**config.mk**
```make
export PLATFORM = sky130hd
export DESIGN_NAME = xirq_conditioner
export DESIGN_NICKNAME = d
export VERILOG_FILES = /design/src/rtl/xirq_pkg.sv /design/src/rtl/xirq_sync.sv /design/src/rtl/xirq_combine.sv /design/src/rtl/xirq_latch.sv /design/src/rtl/xirq_conditioner.sv
export SDC_FILE = /design/constraint.sdc
export NUM_CORES = 1
export LEC_CHECK = 0
export BUFFER_PORTS_ARGS = -buffer_cell sky130_fd_sc_hd__buf_2
export CELL_PAD_IN_SITES_DETAIL_PLACEMENT = 1
export CELL_PAD_IN_SITES_GLOBAL_PLACEMENT = 1
export CORE_AREA = 2 2 39 41
export CTS_BUF_LIST = sky130_fd_sc_hd__clkbuf_2 sky130_fd_sc_hd__clkbuf_4 sky130_fd_sc_hd__clkbuf_8
export DETAILED_ROUTE_END_ITERATION = 16
export DIE_AREA = 0 0 41 43
export GPL_TIMING_DRIVEN = 0
export PLACE_DENSITY_LB_ADDON = 0.1
export SKIP_CTS_REPAIR_TIMING = 1
export SLEW_MARGIN = 20
export SYNTH_ARGS = -nofsm -noshare
export SYNTH_HDL_FRONTEND = slang
export SYNTH_HIERARCHICAL = 1
export SYNTH_SLANG_ARGS = --single-unit
```
**constraint.sdc**
```tcl
create_clock -name clk -period 2.95 [get_ports clk]
set_clock_uncertainty 0.05 [all_clocks]
set_input_delay 0.59 -clock clk [delete_from_list [all_inputs] [get_ports clk]]
set_output_delay 0.59 -clock clk [all_outputs]
set_load 0.01 [all_outputs]
```
**src/rtl/xirq_pkg.sv**
```systemverilog
package xirq_pkg;
  typedef enum logic {
    SENS_LEVEL_EDGE = 1'b0,
    SENS_EDGE_ONLY  = 1'b1
  } sens_e;

  localparam logic PIN_IDLE = 1'b1;
  localparam int   SYNC_STAGES = 2;
endpackage

```
**src/rtl/xirq_sync.sv**
```systemverilog
module xirq_sync #(
  parameter int WIDTH = 5
) (
  input  logic             clk,
  input  logic             rst,
  input  logic [WIDTH-1:0] raw_in,
  output logic [WIDTH-1:0] sync_out
);
  import xirq_pkg::*;

  for (genvar i = 0; i < WIDTH; i++) begin : g_bit
    logic [SYNC_STAGES-1:0] chain_q;
    always_ff @(posedge clk) begin
      if (rst) chain_q <= {SYNC_STAGES{PIN_IDLE}};
      else     chain_q <= {chain_q[SYNC_STAGES-2:0], raw_in[i]};
    end
    assign sync_out[i] = chain_q[SYNC_STAGES-1];
  end

  // synchronizer outputs idle high after reset
  p_idle_after_reset_r1: assert property (@(posedge clk)
    rst |=> (sync_out == {WIDTH{PIN_IDLE}}));
endmodule

```
**src/rtl/xirq_combine.sv**
```systemverilog
module xirq_combine #(
  parameter int NPORT = 4
) (
  input  logic             clk,
  input  logic             rst,
  input  logic             ded_lvl,
  input  logic [NPORT-1:0] port_lvl,
  input  logic [NPORT-1:0] pu_en,
  output logic             lvl_q,
  output logic             fall
);
  import xirq_pkg::*;

  logic [NPORT-1:0] eff;
  logic             comb;

  for (genvar i = 0; i < NPORT; i++) begin : g_src
    assign eff[i] = port_lvl[i] | ~pu_en[i];
  end

  always_comb begin
    comb = ded_lvl & (&eff);
    fall = lvl_q & ~comb;
  end

  always_ff @(posedge clk) begin
    if (rst) lvl_q <= PIN_IDLE;
    else     lvl_q <= comb;
  end

  // a falling edge is only seen while the previous level was high
  p_fall_from_high_r10: assert property (@(posedge clk) disable iff (rst)
    fall |=> !lvl_q);
endmodule

```
**src/rtl/xirq_latch.sv**
```systemverilog
module xirq_latch (
  input  logic           clk,
  input  logic           rst,
  input  logic           fall,
  input  logic           level_low,
  input  logic           ack,
  input  logic           gmask,
  input  xirq_pkg::sens_e mode,
  output logic           req
);
  import xirq_pkg::*;

  logic pend_q;
  logic raw;

  always_ff @(posedge clk) begin
    if (rst)       pend_q <= 1'b0;
    else if (fall) pend_q <= 1'b1;
    else if (ack)  pend_q <= 1'b0;
  end

  always_comb raw = pend_q | ((mode == SENS_LEVEL_EDGE) & level_low);

  always_ff @(posedge clk) begin
    if (rst) req <= 1'b0;
    else     req <= raw & ~gmask;
  end

  p_edge_sets_r2: assert property (@(posedge clk) disable iff (rst)
    fall |=> pend_q);
  p_ack_clears_r5: assert property (@(posedge clk) disable iff (rst)
    (ack && !fall) |=> !pend_q);
  p_edge_beats_ack_r8: assert property (@(posedge clk) disable iff (rst)
    (ack && fall) |=> pend_q);
  p_mask_blocks_r3: assert property (@(posedge clk) disable iff (rst)
    gmask |=> !req);
  p_level_holds_r6: assert property (@(posedge clk) disable iff (rst)
    (mode == SENS_LEVEL_EDGE && level_low && !gmask) |=> req);
  p_pend_stable_r9: assert property (@(posedge clk) disable iff (rst)
    (!fall && !ack) |=> $stable(pend_q));
endmodule

```
**src/rtl/xirq_conditioner.sv**
```systemverilog
module xirq_conditioner #(
  parameter int NPORT = 4
) (
  input  logic             clk,
  input  logic             rst,
  input  logic             irq_n_pin,
  input  logic [NPORT-1:0] port_pins,
  input  logic [NPORT-1:0] port_pu_en,
  input  logic             edge_only,
  input  logic             gmask,
  input  logic             irq_ack,
  output logic             irq_req,
  output logic             pin_level
);
  import xirq_pkg::*;

  localparam int NPIN = NPORT + 1;

  logic [NPIN-1:0] sync_lvl;
  logic            lvl_q;
  logic            fall;
  sens_e           mode;

  assign mode = sens_e'(edge_only);

  xirq_sync #(.WIDTH(NPIN)) u_sync (
    .clk      (clk),
    .rst      (rst),
    .raw_in   ({port_pins, irq_n_pin}),
    .sync_out (sync_lvl)
  );

  xirq_combine #(.NPORT(NPORT)) u_comb (
    .clk      (clk),
    .rst      (rst),
    .ded_lvl  (sync_lvl[0]),
    .port_lvl (sync_lvl[NPIN-1:1]),
    .pu_en    (port_pu_en),
    .lvl_q    (lvl_q),
    .fall     (fall)
  );

  xirq_latch u_latch (
    .clk       (clk),
    .rst       (rst),
    .fall      (fall),
    .level_low (~lvl_q),
    .ack       (irq_ack),
    .gmask     (gmask),
    .mode      (mode),
    .req       (irq_req)
  );

  assign pin_level = lvl_q;

  // a high combined level follows only when every enabled source is high
  p_level_high_r7: assert property (@(posedge clk) disable iff (rst)
    (sync_lvl[0] && ((sync_lvl[NPIN-1:1] | ~port_pu_en) == {NPORT{1'b1}}))
      |=> pin_level);
endmodule

```
==> results of run 1 <==
[state kept, by name (all words and copies together) (netlist names)]
signal and count:
u_comb/lvl_q 1, u_latch/pend_q 1, u_latch/req 1, u_sync/g_bit.chain_q 10
[layer usage]
layer / vias to the layer above / wire (µm) / track usage, %
met4: 0 / 4 / 6.000
met1: 132 / 325 / 10.82
li1: 167 / - / -
met2: 12 / 284 / 15.94
met5: - / 0 / 0
met3: 2 / 58 / 4.712
[where the power goes]
group / internal, mW / leakage, nW / switching (mW)
Sequential: 0.184 / 0.108 / 0.00258
Clock: 0.0614 / 0.0184 / 0.0517
Combinational: 0.0187 / 0.156 / 0.0118
Total: 0.264 / 0.282 / 0.0661
[Yosys cell counts]
| cell type | instances |
|---|---|
| nor2b_4 | 2 |
| o31a_1 | 1 |
| buf_4 | 5 |
| o21ai_0 | 1 |
| inv_1 | 6 |
| or2_1 | 10 |
| o22ai_1 | 1 |
| o21a_1 | 1 |
| o31ai_1 | 1 |
| dfxtp_1 | 13 |
| nor2_1 | 1 |
| a21oi_2 | 1 |
| nand2b_1 | 1 |
[kinds of logic (layout without fill, tap and decap cells)]
logic type | count (synthesis) | count (layout) | synth area share [%]
simple gates | 14 | 14 | 21.56
flops | 13 | 13 | 56.06
buf+inv | 11 | 30 | 12.94
compound gates | 6 | 6 | 9.436
[area by class of cell]
type	instances	area share, %
Buffer	5	6.369
Clock buffer	4	5.096
Inverter	6	3.822
Multi-Input combinational cell	20	24.42
Sequential cell	13	44.16
Tap cell	16	3.397
Timing Repair Buffer	15	12.74
[final timing paths]
kind | to | startpoint
worst max-delay path | pin_level | u_comb/lvl_q$_SDFF_PP1_
worst min-delay path | u_sync/g_bit[3].chain_q[1]$_SDFF_PP1_ | u_sync/g_bit[3].chain_q[0]$_SDFF_PP1_
worst max register to register | u_latch/pend_q$_SDFFE_PP0P_ | u_sync/g_bit[4].chain_q[1]$_SDFF_PP1_
worst min register to register | u_sync/g_bit[3].chain_q[1]$_SDFF_PP1_ | u_sync/g_bit[3].chain_q[0]$_SDFF_PP1_
[stage by stage]
| stage | hold slack [ns] | total power, mW |
|---|---|---|
| 2_1_floorplan | 0.3332 | 0.2080 |
| 3_3_place_gp | 0.3350 | 0.2214 |
| 3_5_place_dp | 0.3431 | 0.2225 |
| 4_1_cts | 0.3608 | 0.3396 |
| 5_1_grt | 0.3704 | 0.3538 |
| 6_report | 0.3569 | 0.3306 |
==> impl_metrics.json, run 1 <==
{
  "gp_congestion": 0.5756,
  "max_slew_margin_pct": 81.16,
  "antenna_found_initial": 0,
  "r2r_cells": 5,
  "dieArea_um2": 1763,
  "clk_pin_slew_ns": 0.07,
  "fin_util_pct": 42.59,
  "synth_nets": 58,
  "hold_viol_final": 0,
  "cts_buffer_depth": 2,
  "path_buf_inv": 1,
  "layout_min_cycle_time_ns": 1.390,
  "h-tree-depth": 1,
  "place_ws_ns": 1.529,
  "rrSetupSlack_ns": 1.88,
  "coreArea_um2": 1384,
  "drtAntennaViolNets": 0,
  "layout_commonest_cell": "buf_2",
  "slowest_stage": "dfxtp_1",
  "vias": 313,
  "ctsRootBufferMaster": "clkbuf_4",
  "power_density_nw_per_um2": 560.9,
  "grt_start_max_net_pins": 14,
  "cts_buffers": 3,
  "tightest_slew_ns": 0.2796,
  "outcome": "complete, no violations",
  "drtIter0Drc": 3,
  "cts.sinks": 13,
  "crit_path_end_kind": "output port",
  "initial_core_util_pct": 33.54,
  "setup_viol": 0,
  "hold_class": "reg -> reg",
  "port-buffer-count": 15,
  "max_freq_mhz": 719.4,
  "antenna_cells": 0,
  "tns_ns": 0,
  "hold_depth": 1,
  "layout_common_cells": "15 x buf_2, 13 x dfxtp_1, 10 x or2_1",
  "ys_types": 13,
  "critPathKind": "reg -> out",
  "fill_cells": 172,
  "dr.pass1.iters": 4,
  "yosys-top-cells-area": "dfxtp_1 56%, or2_1 13%, buf_4 8.1%",
  "drv_slew": 0,
  "path_cells": "buf_2",
  "arrival_ns": 0.75,
  "seq_area_um2": 260.3,
  "synth-seq-cells": 13,
  "critPathMaxStageDelay_ns": 0.35,
  "clock_latency_ns": 0.26,
  "worstSetupPathDepth": 1,
  "fin_crit_sh_pct": 47.12,
  "area_delta_synth_final_pct": 26.95,
  "multi_input_area_um2": 143.9,
  "yosysSeqAreaShare_pct": 56.06,
  "synth_area_um2": 464.2,
  "path_delay_family": "flip-flops",
  "final_layout_size_suffix_gt1_share_pct": 42.86,
  "avgRoutedWirePerCell_um": 8.494,
  "row_count": 14,
  "placed_area_um2": 559.3,
  "stdcell_area_um2": 589.3,
  "yosysTopAreaCell": "dfxtp_1",
  "grt_pass1_wl_um": 1173,
  "final_cells": 79,
  "dpl.hpwl_um": 521.1,
  "synth_top_area_share_pct": 56.06,
  "die_w_um": 41,
  "rsz0062_at_grt": "false",
  "gr-total-overflow": 0,
  "avgSynthCellArea_um2": 10.55,
  "dp_cells": 75,
  "finalWorstSetupSlack_ns": 1.560,
  "worstPathRequired_ns": 2.31,
  "synthCells": 44,
  "viasPerCell": 3.962,
  "cts_tree": "done",
  "track_usage_pct": 10.30,
  "drc": 0,
  "cp-start-kind": "flip-flop",
  "drt_wl_total_um": 671,
  "io_pins": 16,
  "vdd_drop_max_mv": 0.2630,
  "first_global_vias": 309,
  "yosys_warnings": 6,
  "drv_cap": 0,
  "path_max_fanout": 3,
  "nNetsFinal": 78,
  "die_y_um": 43,
  "leakagePower_nw": 0.2819
}
Note: power is estimated with default switching activity, not from simulation.
==> run 2, diff against run 1 <==
--- a/config.mk
+++ b/config.mk
@@ -5,13 +5,14 @@
 export SDC_FILE = /design/constraint.sdc
 export NUM_CORES = 1
 export LEC_CHECK = 0
+export ABC_AREA = 1
 export BUFFER_PORTS_ARGS = -buffer_cell sky130_fd_sc_hd__buf_2
 export CELL_PAD_IN_SITES_DETAIL_PLACEMENT = 1
 export CELL_PAD_IN_SITES_GLOBAL_PLACEMENT = 1
-export CORE_AREA = 2 2 39 41
+export CORE_MARGIN = 1
+export CORE_UTILIZATION = 35
 export CTS_BUF_LIST = sky130_fd_sc_hd__clkbuf_2 sky130_fd_sc_hd__clkbuf_4 sky130_fd_sc_hd__clkbuf_8
 export DETAILED_ROUTE_END_ITERATION = 16
-export DIE_AREA = 0 0 41 43
 export GPL_TIMING_DRIVEN = 0
 export PLACE_DENSITY_LB_ADDON = 0.1
 export SKIP_CTS_REPAIR_TIMING = 1
==> constraint.sdc (replaced) <==
create_clock -name clk -period 1.4 [get_ports clk]
set_clock_uncertainty 0.05 [all_clocks]
set_input_delay 0.28 -clock clk [delete_from_list [all_inputs] [get_ports clk]]
set_output_delay 0.28 -clock clk [all_outputs]
set_load 0.01 [all_outputs]
==> impl_metrics.json, run 2 <==
{
  "avgRoutedWirePerCell_um": 7.265,
  "wl_met2_um": 328,
  "fin_util_pct": 46.73,
  "yosys-top-cells-area": "dfxtp_1 53%, inv_1 17%, nand2_1 12%",
  "drt_wl_total_um": 712,
  "path_buf_inv": 1,
  "cts_buffer_depth": 2,
  "cp-start-kind": "flip-flop",
  "fin_crit_sh_pct": 76.95,
  "internal-power_uw": 529.6,
  "synth-seq-cells": 13,
  "worstSetupPathDepth": 1,
  "vdd_drop_max_mv": 0.5551,
  "placed_area_um2": 580.6,
  "p_sw_share_pct": 22.45,
  "async_flop_share_pct": 0,
  "critPathMaxStageDelay_ns": 0.35,
  "hold_slack_ns": 0.1343,
  "antenna_found_initial": 0,
  "power_switching_uw": 153.3,
  "pwr-share-clk_pct": 32.3,
  "antenna_cells": 0,
  "io_pins": 16,
  "dr.pass1.iters": 2,
  "arrival_ns": 0.75,
  "die_w_um": 39.29,
  "leakagePower_nw": 0.3960,
  "synth.top_cells.by_count": "22 x inv_1, 16 x nand2_1, 13 x dfxtp_1, 5 x buf_4, 2 x nor2_1",
  "ctsRootBufferMaster": "clkbuf_4",
  "avgSynthCellArea_um2": 7.605,
  "max_freq_mhz": 928.3,
  "dpl.hpwl_um": 584.1,
  "rrSetupSlack_ns": 0.36,
  "dr.max_layer_used": "met4",
  "first_global_vias": 296,
  "drtAntennaViolNets": 0,
  "path_max_fanout": 3,
  "track_usage_pct": 12.35,
  "yosys_warnings": 6,
  "drv_slew": 0,
  "row_count": 13,
  "stdcell_area_um2": 608.1,
  "path_cells": "buf_2",
  "dieArea_um2": 1544,
  "synth_top_area_share_pct": 53.47,
  "tns_ns": 0,
  "clk_pin_slew_ns": 0.08,
  "clock_latency_ns": 0.27,
  "drtIter0Drc": 1,
  "hold_class": "in -> reg",
  "drv_cap": 0,
  "path_delay_family": "flip-flops",
  "layout_min_cycle_time_ns": 1.077,
  "die_y_um": 39.29,
  "slowest_stage": "dfxtp_1",
  "crit_path_end_kind": "output port",
  "largest_reg_flops": 10,
  "cts_tree": "done",
  "wl_met1_um": 335,
  "outcome": "complete, no violations",
  "layout_commonest_cell": "inv_1",
  "hp-start": "port_pins[3]",
  "rsz0062_at_grt": "false",
  "grt_pass1_wl_um": 1145,
  "cts_buffers": 3,
  "layout_common_cells": "22 x inv_1, 16 x nand2_1, 15 x buf_2",
  "vias": 379,
  "synth_area_um2": 486.7,
  "hold_depth": 3,
  "yosysTopAreaCell": "dfxtp_1",
  "tightest_slew_ns": 0.1437,
  "critPathKind": "reg -> out",
  "port-buffer-count": 15,
  "power_density_nw_per_um2": 1123,
  "viasPerCell": 3.867,
  "power_frac_comb_pct": 9.9,
  "r2r-start": "u_sync/g_bit[4].chain_q[1]$_SDFF_PP1_",
  "top_register": "u_sync/g_bit.chain_q",
  "area_delta_synth_final_pct": 24.94,
  "synth-edff-count": 0,
  "reg2reg_to": "u_latch/pend_q$_SDFFE_PP0P_",
  "synthCells": 64,
  "max_slew_margin_pct": 90.41,
  "synth_nets": 78,
  "cts.sinks": 13,
  "h-tree-depth": 1,
  "initial_core_util_pct": 37.40,
  "hold_viol_final": 0,
  "r2r_cells": 8,
  "synth.most_common_cell": "inv_1",
  "final_layout_size_suffix_gt1_share_pct": 32.53,
  "wl_met3_um": 38,
  "whs_endpoint": "u_sync/g_bit[4].chain_q[0]$_SDFF_PP1_",
  "gp_congestion": 0.5850,
  "p_seq_share_pct": 57.8,
  "drc": 0,
  "grt_start_max_net_pins": 11,
  "nNetsFinal": 98,
  "worstPathRequired_ns": 1.07,
  "synthFlopType": "dfxtp_1",
  "gr-total-overflow": 0,
  "yosysSeqAreaShare_pct": 53.47,
  "fill_cells": 188,
  "coreArea_um2": 1301,
  "ys_types": 11,
  "setup_viol": 0
}
## run 2: cell types whose count changed after synthesis, moves of 2 or more
| cell | change |
|---|---|
| inv_1 | +16 |
| nand2_1 | +16 |
| or2_1 | -10 |
| nor2b_4 | -2 |
## run 2: tightest hold or removal path, stage by stage
cell and delay [ns]:
buf_2 0.07, inv_1 0.03, nand2_1 0.04
## run 2: how the worst max path moves through the flow
stage | from | endpoint | slack (ns)
final | u_comb/lvl_q$_SDFF_PP1_ | pin_level | 0.32
after global routing | u_sync/g_bit[2].chain_q[1]$_SDFF_PP1_ | u_latch/pend_q$_SDFFE_PP0P_ | 0.19
after CTS | u_comb/lvl_q$_SDFF_PP1_ | pin_level | 0.30
after detailed placement | u_sync/g_bit[4].chain_q[1]$_SDFF_PP1_ | u_latch/pend_q$_SDFFE_PP0P_ | 0.35
after global placement | u_sync/g_bit[4].chain_q[1]$_SDFF_PP1_ | u_latch/pend_q$_SDFFE_PP0P_ | 0.36
after floorplan | u_sync/g_bit[4].chain_q[1]$_SDFF_PP1_ | u_latch/pend_q$_SDFFE_PP0P_ | 0.47
## run 2: per-stage QoR
step / setup slack, ns / cells / power [mW]
2_1_floorplan: 0.4749 / 64 / 0.4433
3_3_place_gp: 0.3576 / 94 / 0.4694
3_5_place_dp: 0.3493 / 94 / 0.4726
4_1_cts: 0.3023 / 98 / 0.7011
5_1_grt: 0.1940 / 98 / 0.7347
6_report: 0.3228 / 98 / 0.6829
## run 2: routing by layer
metal / GRT usage, % / up-vias
met1: 13.83 / 158
li1: - / 210
met2: 17.92 / 9
met4: 10.34 / 0
met3: 5.114 / 2
met5: 0 / -
## run 2: layout make-up
type,instances,area [µm²],share of cell area [%]
multi-input combinational,23,102.6,16.87
clock buffer,3,22.52,3.704
timing repair buffer,15,75.07,12.35
buffer,5,37.54,6.173
inverter,23,86.33,14.20
tap,15,18.77,3.086
sequential,13,260.3,42.80
clock inverter,1,5.005,0.8230
## run 2: power by group through the flow
stage	Clock, mW	Combinational [mW]	Sequential, mW
2_1_floorplan	0	0.0392	0.404
3_3_place_gp	0	0.0667	0.403
3_5_place_dp	0	0.0692	0.403
4_1_cts	0.237	0.0697	0.395
5_1_grt	0.257	0.0801	0.397
6_report	0.220	0.0679	0.395
## run 2: kinds of logic after synthesis
| kind of cell | share of synthesized area, % |
|---|---|
| compound gates | 6.170 |
| flops | 53.47 |
| buf+inv | 25.45 |
| simple gates | 14.91 |
